--- src/rtl/exc_seq_pkg.sv ---
package exc_seq_pkg;

  localparam int XLEN   = 32;
  localparam int NREQ   = 7;
  localparam int NBANK  = 6;
  localparam int BANK_W = $clog2(NBANK);

  // status word bit positions
  localparam int PSR_T = 5;
  localparam int PSR_F = 6;
  localparam int PSR_I = 7;

  // request line indices
  localparam int RQ_RESET = 0;
  localparam int RQ_UNDEF = 1;
  localparam int RQ_SVC   = 2;
  localparam int RQ_PABT  = 3;
  localparam int RQ_DABT  = 4;
  localparam int RQ_IRQ   = 5;
  localparam int RQ_FIQ   = 6;

  typedef enum logic [2:0] {
    SLOT_RESET = 3'd0,
    SLOT_UNDEF = 3'd1,
    SLOT_SVC   = 3'd2,
    SLOT_PABT  = 3'd3,
    SLOT_DABT  = 3'd4,
    SLOT_RSVD  = 3'd5,
    SLOT_IRQ   = 3'd6,
    SLOT_FIQ   = 3'd7
  } slot_e;

  localparam logic [4:0] MODE_USR = 5'b10000;
  localparam logic [4:0] MODE_FIQ = 5'b10001;
  localparam logic [4:0] MODE_IRQ = 5'b10010;
  localparam logic [4:0] MODE_SVC = 5'b10011;
  localparam logic [4:0] MODE_ABT = 5'b10111;
  localparam logic [4:0] MODE_UND = 5'b11011;

  localparam logic [XLEN-1:0] PSR_AT_RESET = 32'h0000_00D3;

  function automatic slot_e req_slot(input int idx);
    case (idx)
      RQ_RESET: return SLOT_RESET;
      RQ_UNDEF: return SLOT_UNDEF;
      RQ_SVC:   return SLOT_SVC;
      RQ_PABT:  return SLOT_PABT;
      RQ_DABT:  return SLOT_DABT;
      RQ_IRQ:   return SLOT_IRQ;
      default:  return SLOT_FIQ;
    endcase
  endfunction

  function automatic logic [4:0] slot_mode(input slot_e s);
    case (s)
      SLOT_FIQ:             return MODE_FIQ;
      SLOT_IRQ:             return MODE_IRQ;
      SLOT_UNDEF:           return MODE_UND;
      SLOT_PABT, SLOT_DABT: return MODE_ABT;
      default:              return MODE_SVC;
    endcase
  endfunction

  // bank 0 belongs to user mode and holds no saved status
  function automatic logic [BANK_W-1:0] mode_bank(input logic [4:0] m);
    case (m)
      MODE_FIQ: return BANK_W'(1);
      MODE_IRQ: return BANK_W'(2);
      MODE_SVC: return BANK_W'(3);
      MODE_ABT: return BANK_W'(4);
      MODE_UND: return BANK_W'(5);
      default:  return BANK_W'(0);
    endcase
  endfunction

  // distance between the captured fetch address and the resume point
  function automatic logic [XLEN-1:0] link_adjust(input slot_e s);
    return (s == SLOT_DABT) ? '0 : XLEN'(4);
  endfunction

  function automatic logic [XLEN-1:0] vector_addr(input logic hi,
                                                  input logic [XLEN-1:0] hi_base,
                                                  input slot_e s);
    logic [XLEN-1:0] base;
    base = hi ? hi_base : '0;
    return base + {{(XLEN-5){1'b0}}, s, 2'b00};
  endfunction

  function automatic logic [XLEN-1:0] psr_on_entry(input logic [XLEN-1:0] old,
                                                   input slot_e s);
    logic [XLEN-1:0] n;
    n        = old;
    n[4:0]   = slot_mode(s);
    n[PSR_T] = 1'b0;
    n[PSR_I] = 1'b1;
    if (s == SLOT_RESET || s == SLOT_FIQ) n[PSR_F] = 1'b1;
    return n;
  endfunction

endpackage

--- src/rtl/exc_prio_arb.sv ---
module exc_prio_arb
  import exc_seq_pkg::*;
(
  input  logic [NREQ-1:0] req,
  input  logic            irq_masked,
  input  logic            fiq_masked,
  output logic            hit,
  output slot_e           slot
);

  // highest priority first
  localparam int PRIO [NREQ] = '{RQ_RESET, RQ_DABT, RQ_FIQ, RQ_IRQ,
                                 RQ_PABT, RQ_UNDEF, RQ_SVC};

  logic [NREQ-1:0] eff;
  logic [NREQ-1:0] grant;

  always_comb begin
    eff          = req;
    eff[RQ_IRQ]  = req[RQ_IRQ] & ~irq_masked;
    eff[RQ_FIQ]  = req[RQ_FIQ] & ~fiq_masked;
    grant        = '0;
    slot         = SLOT_RESET;
    for (int i = NREQ - 1; i >= 0; i--) begin
      if (eff[PRIO[i]]) begin
        grant          = '0;
        grant[PRIO[i]] = 1'b1;
        slot           = req_slot(PRIO[i]);
      end
    end
    hit = |eff;
  end

  always_comb begin
    a_r3_single_grant: assert ($onehot0(grant));
    a_r8_irq_mask_held: assert (!(irq_masked && grant[RQ_IRQ]));
    a_r8_fiq_mask_held: assert (!(fiq_masked && grant[RQ_FIQ]));
  end

endmodule

--- src/rtl/exc_bank_regs.sv ---
module exc_bank_regs #(
  parameter int DEPTH = 6,
  parameter int WIDTH = 32,
  localparam int AW   = $clog2(DEPTH)
) (
  input  logic             clk,
  input  logic             rst_n,
  input  logic             wr_en,
  input  logic [AW-1:0]    wr_idx,
  input  logic [WIDTH-1:0] wr_data,
  input  logic [AW-1:0]    rd_idx,
  output logic [WIDTH-1:0] rd_data
);

  logic [WIDTH-1:0] mem [DEPTH];

  always_ff @(posedge clk) begin
    if (!rst_n) begin
      for (int i = 0; i < DEPTH; i++) mem[i] <= '0;
    end else if (wr_en && (int'(wr_idx) < DEPTH)) begin
      mem[wr_idx] <= wr_data;
    end
  end

  assign rd_data = (int'(rd_idx) < DEPTH) ? mem[rd_idx] : '0;

endmodule

--- src/rtl/exc_entry_seq.sv ---
module exc_entry_seq
  import exc_seq_pkg::*;
#(
  parameter logic [31:0] HI_BASE = 32'hFFFF_0000
) (
  input  logic        clk,
  input  logic        rst_n,
  input  logic [6:0]  exc_req,
  input  logic        hi_vectors,
  input  logic [31:0] fetch_pc,
  input  logic        ret_cmd,
  input  logic        psr_wr_en,
  input  logic [31:0] psr_wdata,
  input  logic        sp_wr_en,
  input  logic [31:0] sp_wdata,
  output logic [31:0] psr,
  output logic        pc_load,
  output logic [31:0] pc_target,
  output logic [31:0] lr_cur,
  output logic [31:0] sp_cur,
  output logic        ret_err
);

  logic [XLEN-1:0]   psr_q, pc_target_q;
  logic              pc_load_q, ret_err_q;

  logic              take;
  slot_e             slot;
  logic [4:0]        tgt_mode;
  logic [BANK_W-1:0] cur_bank, tgt_bank;
  logic              ret_ok, ret_bad;
  logic [XLEN-1:0]   spsr_rd, lr_rd, link_val;

  exc_prio_arb u_arb (
    .req        (exc_req),
    .irq_masked (psr_q[PSR_I]),
    .fiq_masked (psr_q[PSR_F]),
    .hit        (take),
    .slot       (slot)
  );

  assign tgt_mode = slot_mode(slot);
  assign tgt_bank = mode_bank(tgt_mode);
  assign cur_bank = mode_bank(psr_q[4:0]);
  assign ret_ok   = ret_cmd && !take && (cur_bank != '0);
  assign ret_bad  = ret_cmd && !take && (cur_bank == '0);
  assign link_val = fetch_pc - link_adjust(slot);

  exc_bank_regs #(.DEPTH(NBANK), .WIDTH(XLEN)) u_spsr (
    .clk     (clk),
    .rst_n   (rst_n),
    .wr_en   (take),
    .wr_idx  (tgt_bank),
    .wr_data (psr_q),
    .rd_idx  (cur_bank),
    .rd_data (spsr_rd)
  );

  exc_bank_regs #(.DEPTH(NBANK), .WIDTH(XLEN)) u_link (
    .clk     (clk),
    .rst_n   (rst_n),
    .wr_en   (take && (slot != SLOT_RESET)),
    .wr_idx  (tgt_bank),
    .wr_data (link_val),
    .rd_idx  (cur_bank),
    .rd_data (lr_rd)
  );

  exc_bank_regs #(.DEPTH(NBANK), .WIDTH(XLEN)) u_stack (
    .clk     (clk),
    .rst_n   (rst_n),
    .wr_en   (sp_wr_en),
    .wr_idx  (cur_bank),
    .wr_data (sp_wdata),
    .rd_idx  (cur_bank),
    .rd_data (sp_cur)
  );

  always_ff @(posedge clk) begin
    if (!rst_n) begin
      psr_q       <= PSR_AT_RESET;
      pc_load_q   <= 1'b0;
      pc_target_q <= '0;
      ret_err_q   <= 1'b0;
    end else begin
      pc_load_q <= 1'b0;
      ret_err_q <= 1'b0;
      if (take) begin
        psr_q       <= psr_on_entry(psr_q, slot);
        pc_load_q   <= 1'b1;
        pc_target_q <= vector_addr(hi_vectors, HI_BASE, slot);
      end else if (ret_ok) begin
        psr_q       <= spsr_rd;
        pc_load_q   <= 1'b1;
        pc_target_q <= lr_rd;
      end else if (ret_bad) begin
        ret_err_q   <= 1'b1;
      end else if (psr_wr_en) begin
        psr_q       <= psr_wdata;
      end
    end
  end

  assign psr       = psr_q;
  assign pc_load   = pc_load_q;
  assign pc_target = pc_target_q;
  assign ret_err   = ret_err_q;
  assign lr_cur    = lr_rd;

  a_r4_entry_loads_pc: assert property (@(posedge clk) disable iff (!rst_n)
    take |=> (pc_load && !ret_err));

  a_r5_entry_state_bits: assert property (@(posedge clk) disable iff (!rst_n)
    take |=> (!psr[PSR_T] && psr[PSR_I]));

  a_r2_vector_shape: assert property (@(posedge clk) disable iff (!rst_n)
    take |=> (((pc_target & ~32'h1C) == 32'h0) || ((pc_target & ~32'h1C) == HI_BASE)));

  a_r9_return_restores: assert property (@(posedge clk) disable iff (!rst_n)
    ret_ok |=> (pc_load && psr == $past(spsr_rd) && pc_target == $past(lr_rd)));

  a_r10_bad_return: assert property (@(posedge clk) disable iff (!rst_n)
    ret_bad |=> (ret_err && !pc_load && $stable(psr)));

  a_r8_fiq_ignored: assert property (@(posedge clk) disable iff (!rst_n)
    (psr[PSR_F] && exc_req == 7'h40 && !ret_cmd) |=> !pc_load);

endmodule

--- config.mk ---
export PLATFORM = sky130hd
export DESIGN_NAME = exc_entry_seq
export DESIGN_NICKNAME = d
export VERILOG_FILES = /design/src/rtl/exc_seq_pkg.sv /design/src/rtl/exc_prio_arb.sv /design/src/rtl/exc_bank_regs.sv /design/src/rtl/exc_entry_seq.sv
export SDC_FILE = /design/constraint.sdc
export NUM_CORES = 1
export LEC_CHECK = 0
export ABC_AREA = 0
export BUFFER_PORTS_ARGS = -buffer_cell sky130_fd_sc_hd__buf_2
export CORE_UTILIZATION = 55
export DETAILED_ROUTE_END_ITERATION = 6
export PLACE_DENSITY = 0.74
export SYNTH_ARGS = -nofsm -noshare
export SYNTH_HDL_FRONTEND = slang
export SYNTH_SLANG_ARGS = --single-unit
--- constraint.sdc ---
create_clock -name clk -period 8.3 [get_ports clk]
set_input_delay 0.415 -clock clk [delete_from_list [all_inputs] [get_ports clk]]
set_output_delay 0.415 -clock clk [all_outputs]
set_load 0.03 [all_outputs]
==> results of run 1 <==
-- logic make-up after synthesis --
| kind of cell | after synthesis | share of synthesized area (%) |
|---|---|---|
| xor+xnor | 27 | 0.793 |
| other cells | 1 | 0.0126 |
| fa+ha+maj | 5 | 0.201 |
| compound gates | 356 | 8.29 |
| mux | 70 | 2.46 |
| simple gates | 1277 | 19.1 |
| flops | 666 | 64.8 |
| buf+inv | 305 | 4.29 |
-- worst paths after layout --
kind                 startpoint  slack, ns  depth (start not counted)                  to
setup / recovery         psr[1]       3.03                          9          sp_cur[11]
hold / removal    psr_wdata[10]       0.07                          3             psr[10]
setup reg to reg         psr[2]       3.91                          6  u_stack.mem[4][20]
hold reg to reg   pc_target[13]       0.48                          2       pc_target[13]
-- power groups by stage --
stage | sequential [W] | combinational (W) | clock [W]
2_1_floorplan | 0.00393 | 0.000478 | 0
3_3_place_gp | 0.00392 | 0.000761 | 0
3_5_place_dp | 0.00393 | 0.000772 | 0
4_1_cts | 0.00386 | 0.000777 | 0.00303
5_1_grt | 0.00387 | 0.000830 | 0.00317
6_report | 0.00386 | 0.000785 | 0.00302
-- per-stage QoR --
| stage | utilization [%] | cell area [um^2] | setup WS [ns] | total power [W] |
|---|---|---|---|---|
| after floorplan | - | 29900 | 3.45 | 0.00441 |
| after global placement | 59.7 | 31700 | 3.87 | 0.00468 |
| after detailed placement | 59.7 | 31700 | 3.79 | 0.00470 |
| after CTS | 63.8 | 33900 | 3.13 | 0.00767 |
| after global routing | 63.8 | 33900 | 2.82 | 0.00788 |
| final | 63.8 | 33900 | 3.03 | 0.00767 |
-- layer usage --
layer | vias to the layer above | track usage (%) | share of wire [%]
li1 | 9930 | - | -
met1 | 11000 | 40.7 | 39
met2 | 1349 | 48.3 | 47
met3 | 188 | 6.91 | 12
met4 | 0 | 9.97 | 2.9
met5 | - | 0 | 0
-- state kept, by name (all words and copies together), names as in the netlist --
register and flops:
pc_load 1, pc_target 32, psr 32, ret_err 1, u_link.mem 192, u_spsr.mem 192, u_stack.mem 216
-- worst max-delay path, cell delays in order (launching register included) --
cell	delay, ns
dfxtp_1	0.74
nor2b_1	0.21
nor3_4	0.29
buf_4	0.74
buf_4	0.95
nand2_1	0.12
nand3_1	0.12
a21oi_1	0.08
a221oi_1	0.57
buf_2	0.32
-- cell usage in the layout (no fill, tap or decap), drive strengths merged, types with 8 or more instances in the layout --
cell type	count
a211oi	10
a21bo	8
a21oi	98
a221oi	22
a222oi	26
a31oi	27
and2	67
and3	48
buf	291
clkbuf	90
clkinv	31
conb	24
dfxtp	66
edfxtp	600
inv	107
mux2	16
mux2i	53
nand2	482
nand2b	34
nand3	122
nand4	21
nor2	413
nor2b	12
nor3	43
o211ai	14
o21a	8
o21ai	42
o221ai	15
o22ai	27
o2bb2ai	12
or3	8
xnor2	10
xor2	17
-- final cells by class --
cell class	instances	area (um^2)
Inverter	105	394
Multi-Input combinational cell	1759	9480
Clock buffer	90	1940
Tap cell	688	861
Sequential cell	666	19300
Clock inverter	38	251
Timing Repair Buffer	291	1590
Fill cell	4041	19200
==> flow_summary.ini, run 1 <==
[place]
hpwl_mm = 50.7
place_congestion = 0.910
portBuffers = 238
dp.cells = 3509

[synthesis]
synth_cell_types = 79
synth_area_leader_cell = edfxtp_1
netlist_top_cells_count = edfxtp_1 (600), nand2_1 (481), nor2_1 (413), nand3_1 (122), clkbuf_1 (107)
synth_area_per_cell_um2 = 11.0
netlist_area_um2 = 29800
synth_area_leaders = edfxtp_1 (60%), nand2_1 (6.1%), nor2_1 (5.2%), dfxtp_1 (4.4%), nand3_1 (2.0%)
synth_ff_type = edfxtp_1
ys_warn_count = 0
netlist.area_leader.share_pct = 60.4
synthArstFlopShare_pct = 0
syn_inst = 2707
synth_edf_count = 600
ys_seq_elements = 666
yosysSeqAreaShare_pct = 64.8
synth_most_common_cell = edfxtp_1

[die]
boundaryPins = 239
dieHeight_um = 235
die-area_um2 = 55200
start_util_pct = 56.2
std_cell_rows = 84
coreArea_um2 = 53100
die_w_um = 235

[cells_and_area]
instances_no_fill = 3637
antenna_cells = 0
final_nets = 3007
drive_gt1_share_pct = 15.7
area_growth_syn_to_layout_pct = 13.5

[pwr]
comb_power_share_pct = 10.2
p_per_area_nw_per_um2 = 226
seq_power_share_pct = 50.4
p_sw_w = 0.00193
leakage_nw = 13.7
internal-power_w = 0.00574
clkPwrFrac_pct = 39.4
irDropWorstVdd_uv = 185
switching_share_pct = 25.1

[sta]
fin_crit_sh_pct = 63.5
rsz0062_at_grt = no
fin_crit_ns = 5.27
hold_viol = 0
slew_violations = 0
finClkSkew_ns = 0.0218
whs_ns = 0.0725
slew_headroom_pct = 22.1
worstMarginPinSlew_ns = 1.16
setup_viol = 0
max_freq_mhz = 190
finalSetupTns_ns = 0

[route]
drt-vias-per-instance = 6.18
vias = 22500
drt_wl_total_mm = 84.1
route.detailed.wl_per_inst_um = 23.1
ant_nets = 0
drtIter0Drc = 2999
dr.pass1.iters = 7
route.detailed.drc = 2

[clocking]
h-tree-depth = 3
cts-hold-fix-buffers = 0
cts_root_buf = clkbuf_16
post_cts_buffers = 0
cts_buffers = 71
path_clk_slew_ns = 0.06
ctsResizeCount = 0
cts_sinks = 666
cts_tree = done
clk_latency_ns = 0.61
clock_path_buffers = 3

[global_route]
grt_pass1_vias = 21900
overflow = 0
grt_pass1_wl_mm = 127
grt_max_degree = 96
track_usage_pct = 30.1
antenna_found_initial = 1

[setup_path]
critPathKind = reg2out
crit_path_start_kind = flip-flop
required_ns = 7.89
cp_max_fo = 89
arrival_ns = 4.86
crit_path_end_kind = primary output

[flow_run]
cap_violations = 0

[status]
violations = DRC
status = finished, violations left

[worst_hold_path]
hp-class = in2reg
Note: power is estimated with default switching activity, not from simulation.
==> run 2: changes to the inputs <==
--- a/config.mk
+++ b/config.mk
@@ -5,11 +5,11 @@
 export SDC_FILE = /design/constraint.sdc
 export NUM_CORES = 1
 export LEC_CHECK = 0
-export ABC_AREA = 0
+export ABC_AREA = 1
 export BUFFER_PORTS_ARGS = -buffer_cell sky130_fd_sc_hd__buf_2
-export CORE_UTILIZATION = 55
+export CORE_UTILIZATION = 54
 export DETAILED_ROUTE_END_ITERATION = 6
-export PLACE_DENSITY = 0.74
+export PLACE_DENSITY = 0.76
 export SYNTH_ARGS = -nofsm -noshare
 export SYNTH_HDL_FRONTEND = slang
 export SYNTH_SLANG_ARGS = --single-unit
==> constraint.sdc (replaced) <==
create_clock -name clk -period 4.56 [get_ports clk]
set_input_delay 0.228 -clock clk [delete_from_list [all_inputs] [get_ports clk]]
set_output_delay 0.228 -clock clk [all_outputs]
set_load 0.03 [all_outputs]
==> run 2 against run 1 <==
Hold slack worse by 0.052 ns. Sequential power is 90% higher. The flow now finishes without violations. Synthesized area rose by 6.3%. Register-to-register slack worse by 2.8 ns. Final cell count rose by 23%. Routed wire length rose by 4.8%. Worst setup slack got worse by 2.3 ns. Sequential share of layout area fell by 2.6 points. Die area grew 8.2%. Non-clock buffer count increased by 56. Power increased by 100%. Largest cell class unchanged.
==> flow_summary.ini, run 2 <==
[pwr]
leakage_nw = 14.6
seq_power_share_pct = 47.5
clkPwrFrac_pct = 38.4
irDropWorstVdd_uv = 332
switching_share_pct = 26.8
p_per_area_nw_per_um2 = 423
power.total_w = 0.0154
internal-power_w = 0.0113
comb_power_share_pct = 14.1
p_sw_w = 0.00414

[synthesis]
syn_inst = 3387
synth_area_leader_cell = edfxtp_1
ys_warn_count = 0
synthArstFlopShare_pct = 0
synth_area_leaders = edfxtp_1 (59%), nand2_1 (9.0%), nor2_1 (8.4%), nand3_1 (4.7%), dfxtp_1 (4.2%)
synth_edf_count = 618
netlist_top_cells_count = nand2_1 (761), nor2_1 (713), edfxtp_1 (618), inv_1 (303), nand3_1 (300)
synth_cell_types = 43
synth_area_per_cell_um2 = 9.36
ys_seq_elements = 684
netlist_area_um2 = 31700
synth_ff_type = edfxtp_1
synth_most_common_cell = nand2_1
yosysSeqAreaShare_pct = 62.7
netlist.area_leader.share_pct = 58.5

[sta]
fin_crit_sh_pct = 85.0
setup_viol = 0
rsz0062_at_grt = no
hold_viol = 0
finClkSkew_ns = 0.0278
slew_violations = 0
slew_headroom_pct = 22.2
fin_crit_ns = 3.88
fin_ws_ns = 0.684
max_freq_mhz = 258
finalSetupTns_ns = 0
worstMarginPinSlew_ns = 1.17

[route]
vias = 25000
dr.pass1.iters = 7
drt_wl_total_mm = 88.1
drt-vias-per-instance = 5.59
ant_nets = 0
drtIter0Drc = 2578
route.detailed.wl_per_inst_um = 19.7
route.detailed.drc = 0

[clocking]
clk_latency_ns = 0.62
ctsResizeCount = 0
cts_buffers = 71
cts_root_buf = clkbuf_16
path_clk_slew_ns = 0.06
post_cts_buffers = 0
h-tree-depth = 3
cts_sinks = 684
clock_path_buffers = 3
cts_tree = done

[global_route]
track_usage_pct = 29.5
grt_pass1_wl_mm = 134
antenna_found_initial = 3
grt_pass1_vias = 24000
overflow = 0
grt_max_degree = 80

[cells_and_area]
postLayoutCoreUtil_pct = 63.1
top_regs = u_stack.mem (216), u_link.mem (210), u_spsr.mem (192)
area_growth_syn_to_layout_pct = 14.9
seqCellArea_um2 = 19900
fillers = 4607
mostFrequentLayoutCells = nand2_1 (757), nor2_1 (712), edfxtp_1 (618)
drive_gt1_share_pct = 13.2
regMostFlops = u_stack.mem
layout_commonest_cell = nand2_1
multiInputGateArea_um2 = 9850
final_area_um2 = 36400
final_nets = 3761
largest_register_ffs = 216

[setup_path]
required_ns = 4.33
crit_path_end_kind = primary output
cp_top_family = buffers and inverters
arrival_ns = 3.65
cp_common_cell = nand2_1
crit_path_start_kind = flip-flop
critPathMaxStageDelay_ns = 0.64
path_cells = inv_1 -> nand4_4 -> nand2_8 -> inv_6 -> buf_4 -> nand2_1 -> nand2_1 -> a21oi_1 -> a221oi_1 -> buf_2
critPathKind = reg2out
cp_num_buf_inv = 4
cp_max_fo = 76
slowest_stage = inv_6

[worst_hold_path]
hp-class = in2reg

[die]
dieHeight_um = 244
std_cell_rows = 88
coreArea_um2 = 57800
start_util_pct = 54.9
die-area_um2 = 59700
boundaryPins = 239
die_w_um = 244

[status]
status = finished, final reports clean

[place]
hpwl_mm = 50.7
dp_slack_ns = 0.977
dpl-instance-area_um2 = 33600
place_congestion = 0.886
portBuffers = 238

[flow_run]
cap_violations = 0
==> run 2: worst paths after layout <==
kind,startpoint,slack (ns),end,depth (start not counted)
max,psr[2],0.68,sp_cur[7],10
min,psr_wdata[30],0.02,psr[30],5
max reg2reg,psr[6],1.13,u_link.mem[3][19],17
min reg2reg,pc_target[0],0.46,pc_target[0],2
==> run 2: per-stage QoR <==
stage	hold WS (ns)	cells
floorplan	0.361	3428
global placement	0.452	4294
detailed placement	0.456	4294
CTS	0.00185	4470
global route	0.0269	4470
finish	0.0204	4471
==> run 2: final cells by class <==
cell class | instances | area share (%)
tap | 765 | 2.63
multi-input combinational | 2225 | 27.0
sequential | 684 | 54.5
clock buffer | 99 | 5.53
timing repair buffer | 347 | 6.00
antenna | 1 | 0.00687
clock inverter | 31 | 0.954
inverter | 319 | 3.31
==> run 2: power groups by stage <==
stage / Sequential (W) / Combinational [W] / Clock [W]
floorplan: 0.00746 / 0.00138 / 0
global placement: 0.00743 / 0.00209 / 0
detailed placement: 0.00744 / 0.00211 / 0
CTS: 0.00732 / 0.00216 / 0.00594
global route: 0.00735 / 0.00234 / 0.00617
finish: 0.00732 / 0.00218 / 0.00591
==> run 2: what timing repair did <==
item | CTS | global route
hold buffers | 46 | 0
setup endpoints to repair | 0 | 0
endpoints found under the hold margin | 81 | 0
==> run 2: worst register-to-register path: cells and delay by family (launching register included) <==
kind / cells / cell delay (ns)
adder cells (fa/ha/maj): 1 / 0.30
buffers and inverters: 5 / 0.83
flip-flops: 1 / 0.37
AND/OR/NAND/NOR: 11 / 1.76
==> run 2: metal layers <==
layer / global-route usage, % / vias to the layer above / wire [um]
li1: - / 11600 / -
met1: 39.4 / 11800 / 34100
met2: 47.2 / 1390 / 41000
met3: 6.23 / 215 / 9880
met4: 12.1 / 2 / 3140
met5: 0 / - / 11
==> run 2: cell families (layout without fill, tap and decap cells) <==
kind of cell	count (synthesis)	count (layout)	synth area share, %
other	1	43	0.0118
AO/OA/AOI/OAI	206	206	3.51
XOR/XNOR	28	28	0.773
AND/OR/NAND/NOR	1945	1945	25.9
buffers and inverters	519	796	6.97
flip-flops	684	684	62.7
adder cells (fa/ha/maj)	4	4	0.158
